===== config.mk =====
export PLATFORM = sky130hd
export DESIGN_NAME = rom_line_cache
export DESIGN_NICKNAME = d
export VERILOG_FILES = /design/src/rtl/rom_line_cache.sv
export SDC_FILE = /design/constraint.sdc
export NUM_CORES = 1
export LEC_CHECK = 0
export BUFFER_PORTS_ARGS = -buffer_cell sky130_fd_sc_hd__buf_2
export CAP_MARGIN = 20
export CORE_ASPECT_RATIO = 0.8
export CORE_MARGIN = 2
export CORE_UTILIZATION = 65
export DETAILED_ROUTE_END_ITERATION = 10
export PLACE_DENSITY = 0.85
export SLEW_MARGIN = 0
export SYNTH_ARGS = -nofsm -noshare
export SYNTH_HDL_FRONTEND = slang
export SYNTH_SLANG_ARGS = --single-unit

===== constraint.sdc =====
create_clock -name clk -period 5.55 [get_ports clk]
set_input_delay 0.555 -clock clk [delete_from_list [all_inputs] [get_ports clk]]
set_output_delay 0.555 -clock clk [all_outputs]
set_load 0.01 [all_outputs]

===== src/rtl/rom_line_cache.sv =====
module rom_line_cache #(
  parameter int AW       = 24,
  parameter int PAGE_W   = 16,
  parameter int LINE_MAX = 8,
  localparam int LEN_W   = $clog2(LINE_MAX + 1),
  localparam int OFF_W   = $clog2(LINE_MAX)
) (
  input  logic             clk,
  input  logic             rst_n,
  input  logic [1:0]       mem_kind,
  input  logic             flush,
  input  logic             rd_req,
  input  logic [AW-1:0]    rd_addr,
  output logic             rd_valid,
  output logic [7:0]       rd_data,
  output logic             mem_req,
  output logic [AW-1:0]    mem_addr,
  output logic [LEN_W-1:0] mem_len,
  input  logic             beat_valid,
  input  logic [7:0]       beat_data
);

  typedef enum logic [1:0] {S_IDLE, S_REQ, S_WAIT} state_t;

  state_t           state;
  logic [7:0]       line_q [LINE_MAX];
  logic [AW-1:0]    lo, hi, f_start;
  logic [LEN_W-1:0] f_len, cnt;
  logic [OFF_W-1:0] f_off;
  logic             line_ok, flush_seen;

  logic [LEN_W-1:0] line_sz;
  logic [1:0]       amask;

  always_comb begin
    case (mem_kind)
      2'd0:    begin line_sz = LEN_W'(8); amask = 2'b11; end
      2'd2:    begin line_sz = LEN_W'(4); amask = 2'b00; end
      default: begin line_sz = LEN_W'(6); amask = 2'b01; end
    endcase
  end

  logic [AW-1:0]   start;
  logic [PAGE_W:0] room;
  logic [LEN_W-1:0] len;
  logic            hit;
  logic [AW-1:0]   hit_diff;

  assign start    = rd_addr & ~{{(AW-2){1'b0}}, amask};
  assign room     = (PAGE_W+1)'(1) << PAGE_W;
  assign len      = ((room - {1'b0, start[PAGE_W-1:0]}) < (PAGE_W+1)'(line_sz))
                    ? LEN_W'(room - {1'b0, start[PAGE_W-1:0]}) : line_sz;
  assign hit      = line_ok && !flush && (rd_addr >= lo) && (rd_addr <= hi);
  assign hit_diff = rd_addr - lo;

  assign mem_req  = (state == S_REQ);
  assign mem_addr = f_start;
  assign mem_len  = f_len;

  logic last_beat;
  assign last_beat = (state == S_WAIT) && beat_valid && (cnt == f_len - LEN_W'(1));

  always_ff @(posedge clk) begin
    if (!rst_n) begin
      state      <= S_IDLE;
      line_ok    <= 1'b0;
      flush_seen <= 1'b0;
      lo         <= '0;
      hi         <= '0;
      f_start    <= '0;
      f_len      <= '0;
      f_off      <= '0;
      cnt        <= '0;
      rd_valid   <= 1'b0;
      rd_data    <= '0;
    end else begin
      rd_valid <= 1'b0;
      case (state)
        S_IDLE: begin
          if (flush) line_ok <= 1'b0;
          if (rd_req) begin
            if (hit) begin
              rd_valid <= 1'b1;
              rd_data  <= line_q[hit_diff[OFF_W-1:0]];
            end else begin
              line_ok    <= 1'b0;
              flush_seen <= 1'b0;
              f_start    <= start;
              f_len      <= len;
              f_off      <= OFF_W'(rd_addr - start);
              cnt        <= '0;
              state      <= S_REQ;
            end
          end
        end
        S_REQ: begin
          if (flush) flush_seen <= 1'b1;
          state <= S_WAIT;
        end
        default: begin
          if (flush) flush_seen <= 1'b1;
          if (beat_valid) cnt <= cnt + LEN_W'(1);
          if (last_beat) begin
            state    <= S_IDLE;
            rd_valid <= 1'b1;
            rd_data  <= (LEN_W'(f_off) == cnt) ? beat_data : line_q[f_off];
            line_ok  <= !(flush || flush_seen);
            lo       <= f_start;
            hi       <= f_start + AW'(f_len) - AW'(1);
          end
        end
      endcase
    end
  end

  for (genvar i = 0; i < LINE_MAX; i++) begin : g_line
    always_ff @(posedge clk) begin
      if (state == S_WAIT && beat_valid && cnt == LEN_W'(i))
        line_q[i] <= beat_data;
    end
  end

endmodule


# Yosys cells after proc, flatten, opt, wreduce, memory -nomap -nowiden
# Memory sizes are Yosys's and may differ from the RTL's. A register that Yosys moved wholly into a read port is not among the register bits.
# Cells that the tools add are included.
[op_classes]
n_addsub = 7
n_lt_le_gt_ge = 3
eq_ne = 15
muxes = 68
bitwise = 5
reduce_logical = 38
[op_table]
columns = ["cell", "n"]
rows = [
  ["2-to-1 mux 8 bit", 11],
  ["OR reduction 8 bit", 7],
  ["2-to-1 mux 1 bit", 34],
  ["2-to-1 mux 3 bit", 9],
  ["adder 24 x 4 -> 24 bit", 1],
  ["AND 24 bit", 1],
  ["greater-or-equal comparator 24 bit", 1],
  ["less-or-equal comparator 24 bit", 1],
  ["NOT 2 -> 24 bit", 1],
  ["subtractor 24 x 1 -> 24 bit (second input constant)", 1],
  ["less-than comparator 17 x 4 -> 1 bit", 1],
  ["subtractor 17 x 16 -> 17 bit (first input constant)", 1],
  ["equality test 4 x 3 -> 1 bit (second input constant)", 4],
  ["2-to-1 mux 4 bit", 4],
  ["case mux 4 bit (2 select lines)", 2],
  ["case mux 8 bit (2 select lines)", 1],
  ["logical AND 1 bit", 13],
  ["AND reduction 3 bit", 3],
  ["equality test 4 x 2 -> 1 bit (second input constant)", 2],
  ["case mux 2 bit (2 select lines)", 2],
  ["AND reduction 4 bit", 2],
  ["2-to-1 mux 2 bit", 3],
  ["!= test 2 bit (second input constant)", 3],
  ["nonzero test 2 bit", 3],
  ["17 further kinds", 25],
]
[totals]
register_bits = 96
mem_bits_rw = 64
input_bits = 39
output_inout_bits = 38
wordCells = 148
memories = 1
[mem_list]
columns = ["name", "words", "word_bits", "rd", "rd_clocked_by_memory_dff", "wr", "line", "text"]
rows = [
  ["line_q", 8, 8, 2, 1, 1, "26", "logic [7:0] line_q [LINE_MAX];"],
]

# Depth between registers and ports, before layout
# Gate-level depths: netlist (run 1).
[depth]
depth_word = 13
ltp_mapped = 14

# Worst setup path after synthesis (run 1)
# OpenSTA, ideal clock, no wires.
[synth_path]
path_type = "input to register"
from = "in mem_kind[0]"
to = "reg f_len[1] (netlist: mem_len[1])"
arrival_time_ns = 3.024
t_required_ns = 5.428
setup_slack_ns = 2.404
cell_stages = 13
n_path_buf = 0
path_cell_list = "inv_1 -> and3_1 -> inv_1 -> ha_1 -> xnor2_1 -> ha_1 -> o21ai_0 -> or2b_4 -> a2111oi_2 -> o211ai_1 -> a2111oi_4 -> mux2i_1 -> o22ai_1"
[synth_via]
elab_chain_cells = 7
word_cells_on_any_way = 9
[synth_lines]
columns = ["element", "line", "text"]
rows = [
  ["from (decl)", "10", "input logic [1:0] mem_kind,"],
  ["equality test 2 bit / zero test 2 bit (equally long branches)", "36", "case (mem_kind)"],
  ["case mux 2 bit (2 select lines)", "36", ""],
  ["NOT 2 -> 24 bit", "49", "assign start = rd_addr & ~{{(AW-2){1'b0}}, amask};"],
  ["AND 24 bit", "49", ""],
  ["subtractor 17 x 16 -> 17 bit", "52", "? LEN_W'(room - {1'b0, start[PAGE_W-1:0]}) : line_sz;"],
  ["less-than comparator 17 x 4 -> 1 bit", "51", "assign len = ((room - {1'b0, start[PAGE_W-1:0]}) < (PAGE_W+1)'(line_sz))"],
  ["2-to-1 mux 4 bit (*)", "52", ""],
  ["to (signal assigned)", "89", "f_len <= len;"],
  ["to (decl)", "28", "logic [LEN_W-1:0] f_len, cnt;"],
]
# Every way passes the cells marked *; elsewhere a longest branch is shown, timed or not.
# A chain may end at the register's enable or synchronous reset.

# Worst setup path after layout (run 1)
[layout_path]
from = "reg f_len[0] (netlist: mem_len[0])"
to = "reg rd_data[1]"
[layout_via]
elab_chain_cells = 5
[layout_lines]
columns = ["element", "line", "text"]
rows = [
  ["subtractor 4 x 1 -> 4 bit", "61", "assign last_beat = (state == S_WAIT) && beat_valid && (cnt == f_len - LEN_W'(1));"],
  ["equality test 4 bit", "61", ""],
  ["logical AND 1 bit", "61", ""],
  ["nonzero test 2 bit (no source line)", "n/a", ""],
  ["AND reduction 4 bit (no source line)", "n/a", ""],
  ["to (signal assigned)", "84", "rd_data <= line_q[hit_diff[OFF_W-1:0]];"],
  ["to (signal assigned)", "106", "rd_data <= (LEN_W'(f_off) == cnt) ? beat_data : line_q[f_off];"],
  ["to (decl)", "15", "output logic [7:0] rd_data,"],
]
# No other way between the ends.

==> flow_metrics.env, run 1 <==
export IMPL_worst_ep_arrival_time_ns=3.63
export IMPL_slew_violations=0
export IMPL_antenna_found_initial=1
export IMPL_grt_ovfl_total=0
export IMPL_post_cts_buffers=0
export IMPL_crit_end="rd_data[1]$_SDFFE_PN0P_"
export IMPL_drt_total_wl_mm=23.4
export IMPL_finalPower_uw=3050
export IMPL_fin_crit_ns=3.37
export IMPL_syn_nets=1102
export IMPL_synth_area_per_cell_um2=9.91
export IMPL_startpoint_type="flop"
export IMPL_reg2reg_from="mem_len[0]$_SDFFE_PN0P_"
export IMPL_drv_cap=0
export IMPL_drtIter0Drc=874
export IMPL_switching_share_pct=29.7
export IMPL_clk_pin_slew_ns=0.07
export IMPL_antenna_left=0
export IMPL_holdBufCountCts=0
export IMPL_drive_gt1_share_pct=15.4
export IMPL_synth_cell_type_count=76
export IMPL_first_global_vias=7325
export IMPL_die_width_um=141
export IMPL_io_pin_count=77
export IMPL_p_sw_uw=907
export IMPL_cts_sinks=163
export IMPL_synth_edff_count=64
export IMPL_slew_headroom_pct=24.5
export IMPL_dp_cells=1202
export IMPL_status="complete, no violations"
export IMPL_cp_max_fo=47
export IMPL_rsz0062_at_grt="no"
export IMPL_p_comb_share_pct=19.5
export IMPL_reg2reg_to="rd_data[1]$_SDFFE_PN0P_"
export IMPL_tns_ns=0
export IMPL_fill_cells=962
export IMPL_die_area_um2=15900
export IMPL_coreArea_um2=14400
export IMPL_skew_ns=0.0124
export IMPL_p_int_uw=2150
export IMPL_seq_area_frac_synth_pct=40.3
export IMPL_grt_max_degree=93
export IMPL_numCtsBuffers=17
export IMPL_portBuffers=76
export IMPL_dieHeight_um=113
export IMPL_multi_input_area_um2=5250
export IMPL_h_tree_depth=4
export IMPL_cts_max_path_buffers=2
export IMPL_postSynthCellCount=978
export IMPL_power_leakage_uw=0.00419
export IMPL_max_freq_mhz=296
export IMPL_final_setup_viol_count=0
export IMPL_fin_crit_sh_pct=60.8
export IMPL_worst_slew_pin_slew_ns=1.13
export IMPL_start_util_pct=67.1
export IMPL_crit_slowest_cell="nor2_4"
export IMPL_synthArstFlopShare_pct=0
export IMPL_nNetsFinal=1162
export IMPL_cp_cell_sequence="inv_1 > ha_1 > xnor2_1 > or4_1 > nor2_4 > a41oi_2 > nand3_1 > o21ai_0"
export IMPL_crit_type="flop to flop"
export IMPL_gp_congestion=0.901
export IMPL_wl_per_cell_um=18.9
export IMPL_via_per_inst=6.15
export IMPL_cts_root_buf="clkbuf_16"
export IMPL_pwr_share_seq_pct=42.7
export IMPL_area_growth_pct=11.2
export IMPL_ys_flop_type="dfxtp_1"
export IMPL_peakVddDrop_uv=214
export IMPL_row_count=39
export IMPL_syn_area_um2=9700
export IMPL_yosysWarningCount=0
export IMPL_cp_required_ns=5.81
export IMPL_cts_tree="built"
export IMPL_worstRegToRegCells=8
export IMPL_final_instance_count_excl_fill=1236
export IMPL_slowest_delay_ns=0.90
export IMPL_num_vias=7607
export IMPL_rrSetupSlack_ns=2.18
export IMPL_ys_ff_latch=163
export IMPL_critPathLaunch="mem_len[0]$_SDFFE_PN0P_"
export IMPL_cp_end_kind="flop"
export IMPL_clkLatencyLatePin_ns=0.45
export IMPL_hold_viol=0
export IMPL_grt_usage_pct=31.0
export IMPL_p_per_area_nw_per_um2=283
export IMPL_hold_path_class="input pin to flop"
export IMPL_drt_first_pass_iters=5
export IMPL_seqCellArea_um2=3900
export IMPL_cts_resized_gates=0
export IMPL_final_core_utilization_pct=74.6
export IMPL_remaining_drc_errors=0
export IMPL_post_dp_hpwl_mm=16.5
export IMPL_grt_pass1_wl_mm=38.5
export IMPL_p_clk_share_pct=37.8
==> power groups by stage <==
| stage | clock (µW) | combinational (µW) | sequential, µW |
|---|---|---|---|
| 4_1_cts | 1170 | 580 | 1310 |
| 3_3_place_gp | 0 | 556 | 1330 |
| 2_1_floorplan | 0 | 428 | 1320 |
| 3_5_place_dp | 0 | 569 | 1330 |
| 5_1_grt | 1210 | 657 | 1310 |
| 6_report | 1150 | 595 | 1300 |
==> placed cells by master, fill, tap and decap left out, drive strengths merged, types with 34 or more instances in the layout <==
| cell type | n |
|---|---|
| inv | 101 |
| mux2i | 38 |
| nand3 | 40 |
| and2 | 34 |
| dfxtp | 99 |
| edfxtp | 64 |
| nand2 | 101 |
| ha | 83 |
| a21oi | 35 |
| o21ai | 81 |
| buf | 84 |
==> routing by layer <==
| layer | up-vias | share of wire, % | GRT usage (%) |
|---|---|---|---|
| li1 | 3621 | - | - |
| met1 | 3582 | 44 | 43.9 |
| met2 | 353 | 46 | 48.4 |
| met3 | 51 | 8.1 | 5.04 |
| met4 | 0 | 2.4 | 11.9 |
| met5 | - | 0 | 0 |
==> worst max-delay path, delay by kind of cell, from the launching register on <==
family	cells	cell delay [ns]
DFF	1	0.39
AOI/OAI and AO/OA	2	0.57
xor gates and xnor gates	1	0.12
and+or+nand+nor	3	1.69
buffers and inverters	1	0.10
adders and majority gates	1	0.31
==> through the flow <==
step | cell area [µm²] | worst slack, ns | hold WS [ns]
floorplan | 9700 | 2.40 | 0.436
CTS | 10800 | 2.21 | 0.364
global placement | 10200 | 2.05 | 0.445
global route | 10800 | 1.98 | 0.395
finish | 10800 | 2.18 | 0.379
detailed placement | 10200 | 1.91 | 0.451
==> logic make-up after synthesis <==
family	Yosys count	synth area share [%]
muxes	71	11.5
buffers and inverters	138	5.76
adders and majority gates	85	11.1
other	1	0.0387
xor gates and xnor gates	33	2.98
AOI/OAI and AO/OA	209	13.8
DFF	163	40.3
and+or+nand+nor	278	14.6
==> synthesized netlist by cell type, types with 3 or more instances <==
library cell,n,area [µm²]
o21a_1,5,37.5
nor2b_1,28,175
a211oi_1,3,22.5
o21bai_1,5,37.5
a21oi_1,34,170
o31a_1,3,26.3
mux4_2,32,721
inv_1,94,353
and3_1,5,31.3
xnor2_1,22,193
o22ai_1,8,50.1
edfxtp_1,64,1920
nor3_1,9,45.0
ha_1,83,1040
mux2i_1,38,380
o211a_1,3,30.0
a21o_1,23,173
o211ai_1,13,97.6
nor2_1,30,113
buf_2,8,40.0
xor2_1,11,96.3
nand3_1,40,200
nand4_1,9,56.3
o21ai_0,51,255
dfxtp_1,99,1980
and2_1,33,206
o21ai_1,30,150
clkbuf_1,31,116
nand2_1,101,379
a31oi_1,8,50.1
==> worst min path at each step <==
stage / start / end / cells past startpoint
after global routing: rd_addr[19] / mem_addr[19]$_SDFFE_PN0P_ / 3
after CTS: rd_addr[16] / mem_addr[16]$_SDFFE_PN0P_ / 3
after detailed placement: rd_data[5]$_SDFFE_PN0P_ / rd_data[5]$_SDFFE_PN0P_ / 2
final: rd_addr[16] / mem_addr[16]$_SDFFE_PN0P_ / 3
after global placement: rd_data[7]$_SDFFE_PN0P_ / rd_data[7]$_SDFFE_PN0P_ / 2
after floorplan: hi[12]$_SDFFE_PN0P_ / hi[12]$_SDFFE_PN0P_ / 2
==> cell type report <==
cell class	instances	share of cell area, %
antenna	1	0.0232
clock buffer	17	3.95
clock inverter	15	1.37
inverter	95	3.31
multi-input combinational	677	48.7
sequential	163	36.2
tap	184	2.14
timing repair buffer	84	4.29
==> registers in the layout, summed over array words and instances (netlist names), named ones only <==
register / flops
lo: 24
rd_data: 8
line_q: 64
cnt: 4
rd_valid: 1
state: 2
line_ok: 1
flush_seen: 1
f_off: 3
mem_len: 4
hi: 24
mem_addr: 24
No activity file was read; power rests on OpenSTA's default activity.
==> run 2: changes to the inputs <==
--- a/config.mk
+++ b/config.mk
@@ -9,9 +9,9 @@
 export CAP_MARGIN = 20
 export CORE_ASPECT_RATIO = 0.8
 export CORE_MARGIN = 2
-export CORE_UTILIZATION = 65
+export CORE_UTILIZATION = 55
 export DETAILED_ROUTE_END_ITERATION = 10
-export PLACE_DENSITY = 0.85
+export PLACE_DENSITY = 0.77
 export SLEW_MARGIN = 0
 export SYNTH_ARGS = -nofsm -noshare
 export SYNTH_HDL_FRONTEND = slang
==> constraint.sdc (replaced) <==
create_clock -name clk -period 2.8 [get_ports clk]
set_input_delay 0.28 -clock clk [delete_from_list [all_inputs] [get_ports clk]]
set_output_delay 0.28 -clock clk [all_outputs]
set_load 0.01 [all_outputs]
==> flow_metrics.env, run 2 (same netlist as run 1, synthesis figures left out) <==
export IMPL_gp_congestion=0.949
export IMPL_p_comb_share_pct=22.4
export IMPL_drtIter0Drc=514
export IMPL_power_leakage_uw=0.00455
export IMPL_remaining_drc_errors=0
export IMPL_cts_max_path_buffers=2
export IMPL_finalPower_uw=6220
export IMPL_crit_type="flop to flop"
export IMPL_worst_ep_arrival_time_ns=3.11
export IMPL_io_pin_count=77
export IMPL_max_freq_mhz=358
export IMPL_holdBufCountCts=0
export IMPL_grt_pass1_wl_mm=37.4
export IMPL_critPathLaunch="mem_addr[3]$_SDFFE_PN0P_"
export IMPL_antenna_left=0
export IMPL_num_vias=7702
export IMPL_p_clk_share_pct=36.3
export IMPL_numCtsBuffers=17
export IMPL_cts_tree="built"
export IMPL_drv_cap=0
export IMPL_cp_required_ns=3.12
export IMPL_drt_first_pass_iters=5
export IMPL_wl_per_cell_um=17.4
export IMPL_coreArea_um2=17300
export IMPL_crit_family="compound AO/OA/AOI/OAI gates"
export IMPL_seqCellArea_um2=3910
export IMPL_dieHeight_um=123
export IMPL_fill_cells=1330
export IMPL_crit_slowest_cell="o41ai_2"
export IMPL_drt_total_wl_mm=23.3
export IMPL_nNetsFinal=1223
export IMPL_slew_headroom_pct=57.2
export IMPL_p_sw_uw=1830
export IMPL_die_area_um2=18700
export IMPL_peakVddDrop_uv=694
export IMPL_cts_sinks=163
export IMPL_clkLatencyLatePin_ns=0.43
export IMPL_p_int_uw=4400
export IMPL_h_tree_depth=4
export IMPL_final_common_cell="nand2_1"
export IMPL_worst_slew_pin_slew_ns=0.633
export IMPL_fin_crit_ns=2.79
export IMPL_cp_max_fo=3
export IMPL_antenna_found_initial=2
export IMPL_post_dp_hpwl_mm=16.7
export IMPL_fin_crit_sh_pct=99.7
export IMPL_hold_path_class="input pin to flop"
export IMPL_largest_reg_flops=64
export IMPL_grt_usage_pct=25.5
export IMPL_final_core_utilization_pct=66.4
export IMPL_rsz0062_at_grt="yes"
export IMPL_startpoint_type="flop"
export IMPL_top_register="line_q"
export IMPL_die_width_um=152
export IMPL_start_util_pct=56.0
export IMPL_reg2reg_from="mem_addr[3]$_SDFFE_PN0P_"
export IMPL_grt_max_degree=63
export IMPL_most_common_layout_cells="101 x nand2_1, 94 x dfxtp_1, 87 x inv_1, 78 x ha_1, 75 x buf_2"
export IMPL_p_per_area_nw_per_um2=541
export IMPL_cts_root_buf="clkbuf_16"
export IMPL_portBuffers=76
export IMPL_skew_ns=0.00801
export IMPL_pwr_share_seq_pct=41.2
export IMPL_cp_end_kind="flop"
export IMPL_cp_cell_sequence="inv_1 > ha_1 > inv_1 > ha_1 > buf_6 > o21ai_4 > o211ai_1 > a31oi_1 > a41oi_2 > o41ai_2 > xnor2_1 > mux2i_1 > nor2b_1"
export IMPL_path_buf_inv=3
export IMPL_grt_ovfl_total=0
export IMPL_hold_viol=0
export IMPL_first_global_vias=7271
export IMPL_hold_start="flush"
export IMPL_switching_share_pct=29.3
export IMPL_via_per_inst=5.75
export IMPL_slew_violations=0
export IMPL_multi_input_area_um2=5440
export IMPL_row_count=43
export IMPL_area_growth_pct=18.6
export IMPL_drive_gt1_share_pct=23.4
export IMPL_clk_pin_slew_ns=0.07
export IMPL_status="complete, no violations"
export IMPL_final_setup_viol_count=0
export IMPL_tns_ns=0
export IMPL_slowest_delay_ns=0.40
run 2: cell count changes in the layout (fill, tap and decap cells not counted), sizes merged:
cell | before | now
inv | 101 | 103
clkbuf | 17 | 21
diode | 1 | 2
buf | 84 | 145
clkinvlp | 4 | 0
bufinv | 1 | 0
clkinv | 4 | 3
run 2: final timing paths:
| path | end | depth (start not counted) | slack, ns |
|---|---|---|---|
| setup / recovery | hi[20]$_SDFFE_PN0P_ | 13 | 0.01 |
| hold reg to reg | hi[12]$_SDFFE_PN0P_ | 2 | 0.46 |
| setup reg to reg | hi[20]$_SDFFE_PN0P_ | 13 | 0.01 |
| hold / removal | flush_seen$_SDFFE_PN0P_ | 3 | 0.12 |
run 2: layout make-up:
class / instances / share of cell area [%]
Inverter: 95 / 3.10
Multi-Input combinational cell: 677 / 47.3
Tap cell: 225 / 2.45
Clock inverter: 11 / 0.751
Antenna cell: 2 / 0.0435
Timing Repair Buffer: 145 / 8.12
Clock buffer: 21 / 4.20
Sequential cell: 163 / 34.0
run 2: power groups by stage:
| stage | combinational, µW | clock, µW | sequential (µW) |
|---|---|---|---|
| 3_3_place_gp | 1220 | 0 | 2610 |
| 5_1_grt | 1530 | 2400 | 2570 |
| 2_1_floorplan | 848 | 0 | 2610 |
| 4_1_cts | 1290 | 2290 | 2560 |
| 3_5_place_dp | 1240 | 0 | 2610 |
| 6_report | 1400 | 2260 | 2560 |
run 2: timing repair:
action	CTS	global route
pin swaps	4	23
gates resized for setup	8	37
setup endpoints to repair	40	49
setup buffers	3	2
run 2: layer usage:
metal	global-route usage, %	part of all wire [%]	routed length (µm)	vias to the layer above
met5	0	0	0	-
met4	9.26	2.2	523	0
met3	6.04	7.7	1810	36
met2	40.2	46	10700	290
met1	34.8	44	10300	3632
li1	-	-	-	3744
run 2: worst min-delay path: stages:
cell and delay [ns]:
buf_2 0.11, nand2_1 0.05, o22ai_1 0.06
run 2: stage by stage:
step | std cells | hold WS, ns | cell area, µm² | worst slack [ns]
6_report | 1339 | 0.123 | 11500 | 0.00974
3_3_place_gp | 1300 | 0.449 | 10700 | -0.330
5_1_grt | 1338 | 0.115 | 11500 | -0.148
2_1_floorplan | 978 | 0.379 | 9700 | 0.0106
3_5_place_dp | 1300 | 0.454 | 10700 | -0.376
4_1_cts | 1335 | 0.109 | 11300 | 0.00864
==> run 3: changes to the inputs <==
==> config.mk (replaced) <==
export PLATFORM = sky130hd
export DESIGN_NAME = rom_line_cache
export DESIGN_NICKNAME = d
export VERILOG_FILES = /design/src/rtl/rom_line_cache.sv
export SDC_FILE = /design/constraint.sdc
export NUM_CORES = 1
export LEC_CHECK = 0
export CAP_MARGIN = 20
export CELL_PAD_IN_SITES_DETAIL_PLACEMENT = 1
export CELL_PAD_IN_SITES_GLOBAL_PLACEMENT = 1
export CORE_ASPECT_RATIO = 0.8
export CORE_MARGIN = 2
export CORE_UTILIZATION = 46
export DETAILED_ROUTE_END_ITERATION = 10
export DONT_BUFFER_PORTS = 1
export PLACE_DENSITY_LB_ADDON = 0.1
export SLEW_MARGIN = 0
export SYNTH_ARGS = -nofsm -noshare
export SYNTH_HDL_FRONTEND = slang
export SYNTH_SLANG_ARGS = --single-unit
==> flow_metrics.env, run 3 (same netlist as run 1, synthesis figures left out) <==
export IMPL_grt_pass1_wl_mm=47.9
export IMPL_power_leakage_uw=0.00436
export IMPL_grt_usage_pct=27.9
export IMPL_drt_total_wl_mm=30.5
export IMPL_numCtsBuffers=17
export IMPL_coreArea_um2=20700
export IMPL_crit_type="flop to flop"
export IMPL_max_freq_mhz=362
export IMPL_peakVddDrop_uv=328
export IMPL_hold_start="rst_n"
export IMPL_p_sw_uw=2040
export IMPL_row_count=47
export IMPL_most_common_layout_cells="101 x nand2_1, 91 x dfxtp_1, 86 x inv_1, 76 x ha_1, 64 x edfxtp_1"
export IMPL_startpoint_type="flop"
export IMPL_tns_ns=0
export IMPL_crit_slowest_cell="dfxtp_2"
export IMPL_via_per_inst=5.91
export IMPL_largest_reg_flops=64
export IMPL_clk_pin_slew_ns=0.08
export IMPL_timing_critical_path_mode_cell="ha_4"
export IMPL_dieHeight_um=134
export IMPL_drv_cap=0
export IMPL_reg2reg_from="mem_len[2]$_SDFFE_PN0P_"
export IMPL_final_core_utilization_pct=56.2
export IMPL_switching_share_pct=31.8
export IMPL_slew_headroom_pct=30.9
export IMPL_fin_crit_sh_pct=98.6
export IMPL_cts_root_buf="clkbuf_16"
export IMPL_start_util_pct=46.8
export IMPL_cts_sinks=163
export IMPL_hold_viol=0
export IMPL_die_width_um=166
export IMPL_status="complete, no violations"
export IMPL_cp_required_ns=3.18
export IMPL_fin_ws_ns=0.0382
export IMPL_top_register="line_q"
export IMPL_critPathLaunch="mem_len[2]$_SDFFE_PN0P_"
export IMPL_drt_first_pass_iters=4
export IMPL_final_setup_viol_count=0
export IMPL_slew_violations=0
export IMPL_dp_cells=1263
export IMPL_final_instance_count_excl_fill=1340
export IMPL_n_antenna_cell=0
export IMPL_clkLatencyLatePin_ns=0.45
export IMPL_pwr_share_seq_pct=39.9
export IMPL_grt_max_degree=58
export IMPL_first_global_vias=8423
export IMPL_grt_ovfl_total=0
export IMPL_drive_gt1_share_pct=17.7
export IMPL_post_dp_hpwl_mm=20.2
export IMPL_area_growth_pct=20.0
export IMPL_p_comb_share_pct=22.3
export IMPL_drtIter0Drc=452
export IMPL_worst_slew_pin_slew_ns=1.03
export IMPL_rsz0062_at_grt="yes"
export IMPL_io_pin_count=77
export IMPL_pre_cts_ws_ns=-0.236
export IMPL_cts_tree="built"
export IMPL_holdPathStages=2
export IMPL_die_area_um2=22300
export IMPL_worstRegToRegCells=12
export IMPL_num_vias=7919
export IMPL_p_per_area_nw_per_um2=553
export IMPL_cp_cell_sequence="inv_2 > ha_4 > inv_1 > ha_4 > a211oi_4 > o211ai_1 > a31oi_1 > a41oi_2 > a211oi_2 > xnor2_1 > mux2i_1 > nor2b_1"
export IMPL_slowest_delay_ns=0.35
export IMPL_remaining_drc_errors=0
export IMPL_cp_max_fo=3
export IMPL_cp_end_kind="flop"
export IMPL_wl_per_cell_um=22.7
export IMPL_antenna_found_initial=0
export IMPL_antenna_left=0
export IMPL_gp_congestion=0.860
export IMPL_fin_crit_ns=2.76
export IMPL_worst_ep_arrival_time_ns=3.14
export IMPL_p_int_uw=4390
export IMPL_h_tree_depth=4
export IMPL_nNetsFinal=1182
export IMPL_p_clk_share_pct=37.8
export IMPL_hold_path_class="input pin to flop"
export IMPL_cts_max_path_buffers=2
export IMPL_portBuffers=0
export IMPL_final_common_cell="nand2_1"
export IMPL_skew_ns=0.0151
run 3: cell count changes in the layout (fill, tap and decap cells not counted), sizes merged:
cell	previous run	this run
dlygate4sd3	0	37
buf	145	67
clkinv	3	6
inv	103	104
clkbuf	21	17
diode	2	0
run 3: layout make-up:
cell class                 count  area [µm²]
clock buffer                  17         425
clock inverter                15         191
fill                        2293        9070
inverter                      95         357
multi-input combinational    677        5450
sequential                   163        3910
tap                          269         337
timing repair buffer         104         963
run 3: path summary, 6_finish.rpt:
path	end	slack, ns
setup / recovery	hi[22]$_SDFFE_PN0P_	0.04
hold / removal	mem_addr[6]$_SDFFE_PN0P_	0.01
setup reg to reg	hi[22]$_SDFFE_PN0P_	0.04
hold reg to reg	hi[21]$_SDFFE_PN0P_	0.50
run 3: power groups by stage:
| stage | combinational (µW) | clock [µW] | sequential, µW |
|---|---|---|---|
| 2_1_floorplan | 848 | 0 | 2610 |
| 3_3_place_gp | 1130 | 0 | 2620 |
| 3_5_place_dp | 1180 | 0 | 2620 |
| 4_1_cts | 1350 | 2460 | 2570 |
| 5_1_grt | 1550 | 2550 | 2570 |
| 6_report | 1430 | 2430 | 2570 |
run 3: critical path, delay by kind of cell (launching register included):
kind	cells	cell delay, ns
buffers and inverters	2	0.12
XOR/XNOR	1	0.16
AO/OA/AOI/OAI	5	1.35
adder cells (fa/ha/maj)	2	0.49
multiplexers	1	0.10
AND/OR/NAND/NOR	1	0.11
flip-flops	1	0.35
run 3: stage by stage:
stage,area [µm²],hold WS (ns),total power (µW)
4_1_cts,11500,-0.00621,6380
6_report,11600,0.0105,6430
5_1_grt,11600,0.00729,6680
3_3_place_gp,10300,0.379,3750
3_5_place_dp,10300,0.379,3800
2_1_floorplan,9700,0.379,3460
run 3: timing repair:
item                                   4_1_cts  5_1_grt
setup endpoints to repair                   42       53
pin swaps                                    8       26
hold buffers                                39        0
endpoints found under the hold margin      134        0
cloned                                       0        0
gates resized for setup                     23       30
buffers inserted                             3        3
run 3: routing by layer:
layer	up-vias	track usage, %	part of all wire (%)
met5	-	0	0
met4	0	8.38	2.1
met3	51	6.05	5.9
met2	219	46.2	46
met1	3995	37.0	45
li1	3654	-	-
